[src/rtl/irq_entry_pkg.sv]
// Package: shared constants and types for the interrupt entry sequencer.
// Assumes a 32-bit status word with the bit layout given below.
package irq_entry_pkg;
    localparam int FRAME_WORDS = 8;
    localparam int IDX_W       = $clog2(FRAME_WORDS);

    localparam int SR_R_BIT    = 15;
    localparam int SR_GM_BIT   = 16;
    localparam int SR_M0_BIT   = 17;
    localparam int SR_M1_BIT   = 18;
    localparam int SR_M2_BIT   = 19;
    localparam int SR_M3_BIT   = 20;
    localparam int SR_MODE_LSB = 22;
    localparam int SR_J_BIT    = 28;

    localparam logic [2:0] MODE_LVL_HI = 3'b101;
    localparam logic [2:0] MODE_LVL_LO = 3'b100;

    typedef enum logic [1:0] {
        ST_IDLE  = 2'd0,
        ST_DRAIN = 2'd1,
        ST_PUSH  = 2'd2
    } seq_state_t;
endpackage

[src/rtl/irq_accept.sv]
// Module: irq_accept
// Decides combinationally whether a request is accepted this cycle and which level wins.
// Assumes sr holds the live status word; the high level has priority over the low level.
module irq_accept
    import irq_entry_pkg::*;
#(
    parameter int DW = 32
) (
    input  logic          req_hi,
    input  logic          req_lo,
    input  logic [DW-1:0] sr,
    output logic          take,
    output logic          take_hi
);
    logic ok_hi;
    logic ok_lo;

    // Check each level against the global mask and its own level mask.
    always_comb begin
        ok_hi   = req_hi && !sr[SR_GM_BIT] && !sr[SR_M3_BIT];
        ok_lo   = req_lo && !sr[SR_GM_BIT] && !sr[SR_M2_BIT];
        take    = ok_hi || ok_lo;
        take_hi = ok_hi;
    end
endmodule

[src/rtl/irq_sr_update.sv]
// Module: irq_sr_update
// Builds the status word that takes effect once entry completes.
// Assumes sr_old is the word saved at acceptance and lvl_hi selects the level.
module irq_sr_update
    import irq_entry_pkg::*;
#(
    parameter int DW = 32
) (
    input  logic [DW-1:0] sr_old,
    input  logic          lvl_hi,
    output logic [DW-1:0] sr_new
);
    // Raise the masks, set the mode code and clear the R and J flags.
    always_comb begin
        sr_new = sr_old;
        sr_new[SR_R_BIT]  = 1'b0;
        sr_new[SR_J_BIT]  = 1'b0;
        sr_new[SR_M0_BIT] = 1'b1;
        sr_new[SR_M1_BIT] = 1'b1;
        sr_new[SR_M2_BIT] = 1'b1;
        if (lvl_hi) begin
            sr_new[SR_M3_BIT] = 1'b1;
            sr_new[SR_MODE_LSB +: 3] = MODE_LVL_HI;
        end else begin
            sr_new[SR_MODE_LSB +: 3] = MODE_LVL_LO;
        end
    end
endmodule

[src/rtl/irq_frame_push.sv]
// Module: irq_frame_push
// Captures a frame of words on start, then writes one word per cycle to a
// pre-decremented descending stack, lowest frame index first.
// Assumes start is never raised while a push is already running.
module irq_frame_push
    import irq_entry_pkg::*;
#(
    parameter int DW = 32
) (
    input  logic                    clk,
    input  logic                    rst_n,
    input  logic                    start,
    input  logic [DW-1:0]           sp_start,
    input  logic [FRAME_WORDS*DW-1:0] words_in,
    output logic                    we,
    output logic [DW-1:0]           addr,
    output logic [DW-1:0]           wdata,
    output logic                    last
);
    localparam logic [DW-1:0]    STEP     = DW'(DW / 8);
    localparam logic [IDX_W-1:0] LAST_IDX = IDX_W'(FRAME_WORDS - 1);

    logic                active;
    logic [IDX_W-1:0]    idx;
    logic [DW-1:0]       sp_q;
    logic [DW-1:0]       frame_q [FRAME_WORDS];

    // Advance the write index and the stack pointer once per written word.
    always_ff @(posedge clk) begin
        if (!rst_n) begin
            active <= 1'b0;
            idx    <= '0;
            sp_q   <= '0;
        end else if (start) begin
            active <= 1'b1;
            idx    <= '0;
            sp_q   <= sp_start - STEP;
        end else if (active) begin
            sp_q <= sp_q - STEP;
            idx  <= idx + 1'b1;
            if (idx == LAST_IDX) begin
                active <= 1'b0;
            end
        end
    end

    // Take a snapshot of the frame when the push starts.
    always_ff @(posedge clk) begin
        if (!rst_n) begin
            for (int i = 0; i < FRAME_WORDS; i++) frame_q[i] <= '0;
        end else if (start) begin
            for (int i = 0; i < FRAME_WORDS; i++) frame_q[i] <= words_in[i*DW +: DW];
        end
    end

    // Drive the write port from the current index.
    always_comb begin
        we    = active;
        addr  = sp_q;
        wdata = frame_q[idx];
        last  = active && (idx == LAST_IDX);
    end


    addr_step_chk: assert property (@(posedge clk) disable iff (!rst_n)
        (we && $past(we)) |-> (addr == $past(addr) - STEP));

    frame_len_chk: assert property (@(posedge clk) disable iff (!rst_n)
        $fell(active) |-> ($past(idx) == LAST_IDX));
endmodule

[src/rtl/irq_entry_seq.sv]
// Module: irq_entry_seq (top)
// Accepts an external interrupt, waits for the pipeline to drain, pushes the
// eight-word frame, then commits the new SR, PC and SP with a done pulse.
// Assumes vec_base and vec_offset are valid during the last frame write.
module irq_entry_seq
    import irq_entry_pkg::*;
#(
    parameter int DW    = 32,
    parameter int OFF_W = 16,
    parameter int NREGS = 6
) (
    input  logic               clk,
    input  logic               rst_n,
    input  logic               irq_hi,
    input  logic               irq_lo,
    input  logic [OFF_W-1:0]   vec_offset,
    input  logic [DW-1:0]      vec_base,
    input  logic [DW-1:0]      sr_in,
    input  logic [DW-1:0]      sp_in,
    input  logic [NREGS*DW-1:0] save_regs,
    input  logic [DW-1:0]      ret_pc,
    input  logic               pipe_drained,
    output logic               mem_we,
    output logic [DW-1:0]      mem_addr,
    output logic [DW-1:0]      mem_wdata,
    output logic [DW-1:0]      sr_out,
    output logic [DW-1:0]      pc_out,
    output logic [DW-1:0]      sp_out,
    output logic               entry_done,
    output logic               busy
);
    seq_state_t state;
    logic       take;
    logic       take_hi;
    logic       lvl_hi_q;
    logic [DW-1:0] sr_snap;
    logic [DW-1:0] sp_snap;
    logic [DW-1:0] sr_next;
    logic       push_start;
    logic       push_last;
    logic [FRAME_WORDS*DW-1:0] frame_words;

    irq_accept #(.DW(DW)) u_accept (
        .req_hi (irq_hi),
        .req_lo (irq_lo),
        .sr     (sr_in),
        .take   (take),
        .take_hi(take_hi)
    );

    irq_sr_update #(.DW(DW)) u_sr_upd (
        .sr_old(sr_snap),
        .lvl_hi(lvl_hi_q),
        .sr_new(sr_next)
    );

    // Assemble the frame: saved registers, then return PC, then the saved SR.
    always_comb begin
        frame_words = {sr_snap, ret_pc, save_regs};
    end

    // Start the push in the first cycle in which the drain is seen.
    always_comb begin
        push_start = (state == ST_DRAIN) && pipe_drained;
    end

    irq_frame_push #(.DW(DW)) u_push (
        .clk     (clk),
        .rst_n   (rst_n),
        .start   (push_start),
        .sp_start(sp_snap),
        .words_in(frame_words),
        .we      (mem_we),
        .addr    (mem_addr),
        .wdata   (mem_wdata),
        .last    (push_last)
    );

    // Sequence control: accept, wait for drain, push, commit.
    always_ff @(posedge clk) begin
        if (!rst_n) begin
            state      <= ST_IDLE;
            lvl_hi_q   <= 1'b0;
            sr_snap    <= '0;
            sp_snap    <= '0;
            sr_out     <= '0;
            pc_out     <= '0;
            sp_out     <= '0;
            entry_done <= 1'b0;
        end else begin
            entry_done <= 1'b0;
            case (state)
                ST_IDLE: if (take) begin
                    lvl_hi_q <= take_hi;
                    sr_snap  <= sr_in;
                    sp_snap  <= sp_in;
                    state    <= ST_DRAIN;
                end
                ST_DRAIN: if (pipe_drained) state <= ST_PUSH;
                ST_PUSH: if (push_last) begin
                    sr_out     <= sr_next;
                    pc_out     <= vec_base + DW'(vec_offset);
                    sp_out     <= mem_addr;
                    entry_done <= 1'b1;
                    state      <= ST_IDLE;
                end
                default: state <= ST_IDLE;
            endcase
        end
    end

    // Report whether a sequence is running.
    always_comb begin
        busy = (state != ST_IDLE);
    end


    accept_mask_chk: assert property (@(posedge clk) disable iff (!rst_n)
        $rose(busy) |-> !$past(sr_in[SR_GM_BIT]));

    drain_wait_chk: assert property (@(posedge clk) disable iff (!rst_n)
        (state == ST_DRAIN) |-> !mem_we);

    done_after_push_chk: assert property (@(posedge clk) disable iff (!rst_n)
        entry_done |-> ($past(mem_we) && !mem_we && !busy));

    masks_raised_chk: assert property (@(posedge clk) disable iff (!rst_n)
        entry_done |-> (sr_out[SR_M2_BIT] && sr_out[SR_M1_BIT] && sr_out[SR_M0_BIT]
                        && !sr_out[SR_R_BIT] && !sr_out[SR_J_BIT]));

    level_hold_chk: assert property (@(posedge clk) disable iff (!rst_n)
        (busy && $past(busy)) |-> $stable(lvl_hi_q));
endmodule

[config.mk]
export PLATFORM = sky130hd
export DESIGN_NAME = irq_entry_seq
export DESIGN_NICKNAME = d
export VERILOG_FILES = /design/src/rtl/irq_entry_pkg.sv /design/src/rtl/irq_accept.sv /design/src/rtl/irq_sr_update.sv /design/src/rtl/irq_frame_push.sv /design/src/rtl/irq_entry_seq.sv
export SDC_FILE = /design/constraint.sdc
export NUM_CORES = 1
export LEC_CHECK = 0
export ABC_CLOCK_PERIOD_IN_PS = 14900
export BUFFER_PORTS_ARGS = -buffer_cell sky130_fd_sc_hd__buf_2
export CORE_MARGIN = 5
export CORE_UTILIZATION = 53
export CTS_CLUSTER_DIAMETER = 50
export CTS_CLUSTER_SIZE = 8
export DETAILED_ROUTE_END_ITERATION = 12
export HOLD_SLACK_MARGIN = 0.12
export MAX_ROUTING_LAYER = met4
export PLACE_DENSITY = 0.86
export SLEW_MARGIN = 20
export SYNTH_ARGS = -nofsm -noshare
export SYNTH_HDL_FRONTEND = slang
export SYNTH_SLANG_ARGS = --single-unit
[constraint.sdc]
create_clock -name clk -period 14.9 [get_ports clk]
set_input_delay 2.98 -clock clk [delete_from_list [all_inputs] [get_ports clk]]
set_output_delay 2.98 -clock clk [all_outputs]
set_load 0.02 [all_outputs]
==> results.toml <==
[cts]
cts_buffers = 68
cts_resized = 0
htree_levels = 3
cts_buffer_depth = 3
cts_setup_buffers = 0
clkLatencyLatePin_ps = 570
cts.sinks = 453
clk_pin_slew_ps = 50
cts_tree = "built"
cts_root_buffer = "clkbuf_16"
ctsHoldBuffers = 0

[yosys]
yosysTopAreaCellShare = 0.373
async_flop_share = 0
avgSynthCellArea_um2 = 11.3
synth_cell_types = 66
synth_edf_count = 256
ys_seq_area_frac = 0.564
syn_inst = 1822
yosysTopAreaCell = "edfxtp_1"
ys_ff_latch = 453
syn_area_mm2 = 0.0206
yosys_most_used_dff = "edfxtp_1"
ys.warnings.count = 0
synthTopCellsByArea = "edfxtp_1 37%, dfxtp_1 19%, mux4_2 7.0%, and3_1 6.2%, nand2_1 5.6%"

[pwr]
p_seq_frac = 0.446
powerDensity_mw_per_mm2 = 125
switchingPower_uw = 781
power.total_uw = 3180
p_int_uw = 2400
power_frac_comb = 0.111
swShare = 0.246
p_clk_frac = 0.443
ir_worst_vdd_uv = 111
leakagePower_uw = 0.0110

[setup_path]
critPathKind = "reg2out"
path_max_fanout = 37
cp-end-kind = "primary output"
startpoint_type = "flip-flop"
rrSetupSlack_ps = 10960
r2r_end = "u_push.addr[24]$_SDFFE_PN0N_"
worstPathRequired_ps = 11920
worstPathArrival_ps = 3140
reg2reg_depth = 10
r2r-start = "state[1]$_SDFFE_PN0P_"

[grt]
antenna_found_initial = 28
grt_max_degree = 138
grt_pass1_wl_um = 96600
grt_pass1_vias = 16559
overflow = 0
grt.total_usage = 0.294

[sta]
slew_viol_final = 0
timing.final.crit_share = 0.411
fin_skew_ps = 24.7
timing.final.crit_period_ps = 6120
relSlewSlack = 0.265
setup_viol = 0
timing.fmax_mhz = 163
fin_setup_tns_ps = 0
hold_viol = 0
rsz0062_at_grt = "false"
worst_slew_pin_slew_ps = 1100

[die]
core_mm2 = 0.0386
die_w_um = 207
die_h_um = 207
start_util = 0.535
rows = 72
ios = 504
fp.dieArea_mm2 = 0.0429

[routing]
viasPerCell = 5.78
routed_wl_um = 63800
ant_nets = 0
drcViolationCount = 0
wl_per_cell_um = 22.5
dr.pass1.iters = 5
vias = 16415
drt_iter0_markers = 1488

[min_path]
min_path_cells = 2
hp-start = "sr_out[6]$_SDFFE_PN0P_"
hold_end = "sr_out[6]$_SDFFE_PN0P_"
hp-class = "reg2reg"

[finish]
drive_above_1_share = 0.312
fin_util = 0.659
syn_to_final_growth_pct = 23.2
nets = 2623

[placed_design]
io_buffers = 500
place_congestion = 0.936
dp_hpwl_um = 42900

[outcome]
status = "complete, no violations"

[flow_run]
drv.max_cap_violation_count = 0
## kinds of logic after synthesis
kind of cell,after synthesis,synth area share
AND/OR/NAND/NOR,743,0.182
flip-flops,453,0.564
AO/OA/AOI/OAI,269,0.0858
buffers and inverters,156,0.0303
multiplexers,112,0.0963
XOR/XNOR,68,0.0289
adder cells (fa/ha/maj),20,0.0125
other,1,0.000182
## worst max path at each step
stage                                   endpoint  slack, ps          from  depth (start not counted)
floorplan           u_push.addr[19]$_SDFFE_PN0N_       2890  pipe_drained                          7
global placement    u_push.addr[29]$_SDFFE_PN0N_       8670  pipe_drained                          9
detailed placement  u_push.addr[24]$_SDFFE_PN0N_       8500  pipe_drained                         11
CTS                                mem_wdata[10]       8660     flip-flop                          4
global route                       mem_wdata[10]       8530     flip-flop                          4
finish                             mem_wdata[10]       8780     flip-flop                          4
## flip-flops by register name, summed over array words and instances, names as in the netlist, named ones only
signal / cells
u_push.frame_q: 256
pc_out: 32
sp_out: 32
sp_snap: 32
sr_snap: 32
u_push.addr: 32
sr_out: 26
u_push.idx: 3
state: 2
entry_done: 1
lvl_hi_q: 1
u_push.we: 1
## power groups by stage
stage	Clock, µW	Sequential (µW)	Combinational [µW]
after floorplan	0	1440	228
after global placement	0	1440	339
after detailed placement	0	1440	346
after CTS	1430	1420	351
after global routing	1490	1420	383
final	1410	1420	353
## layout make-up
class                   instances  area (µm²)
well taps                     518         648
flip-flops and latches        453       11600
multi-input cells            1215        8410
clock inverters                 5        66.3
fillers                      2917       13200
inverters                      10        37.5
repair buffers                514        2630
clock buffers                  94        1880
diodes                         31        77.6
## synth_stat cells (22+ instances only)
cell type	number
and3_1	203
a21boi_0	75
clkbuf_1	125
o21ai_0	33
nor2_1	51
and2_1	72
nand2_1	307
mux4_2	64
mux2_2	34
nor3_1	22
dfxtp_1	197
edfxtp_1	256
xor2_1	48
a21oi_1	87
nand3_1	28
## through the flow
| stage | setup WS [ps] | cell area [µm²] | hold WS, ps | cells |
|---|---|---|---|---|
| global placement | 8670 | 23300 | 437 | 2709 |
| detailed placement | 8500 | 23300 | 444 | 2709 |
| floorplan | 2890 | 20600 | 427 | 1824 |
| global route | 8530 | 25400 | 466 | 2835 |
| CTS | 8660 | 25300 | 451 | 2808 |
| finish | 8780 | 25400 | 451 | 2840 |
## worst max-delay path: stages (launching register included)
cell	delay, ps
dfxtp_4	730
buf_4	710
mux4_2	640
mux2_2	300
buf_2	160
## layout by cell type, fill, tap and decap left out, types with 10 or more instances in the layout
cell	count
buf_4	12
ha_1	19
and2_1	72
nor3_1	22
nor2_1	51
and3_1	202
clkbuf_1	20
clkbuf_16	70
nand3_1	27
a21oi_1	87
a211oi_1	17
buf_2	499
a21boi_0	75
diode_2	31
o21ai_0	32
a21o_1	10
nand2_1	306
mux2_2	34
edfxtp_1	256
xor2_1	48
xnor2_1	20
mux2i_1	11
nand4_1	14
mux4_2	64
dfxtp_1	194
## per-layer routing
metal	up-vias	wire [µm]	track usage
met5	-	0	-
met4	0	2380	0.109
met3	157	6720	0.0874
met2	930	30500	0.463
met1	7820	24200	0.365
li1	7508	-	-
Note: power is estimated with default switching activity, not from simulation.
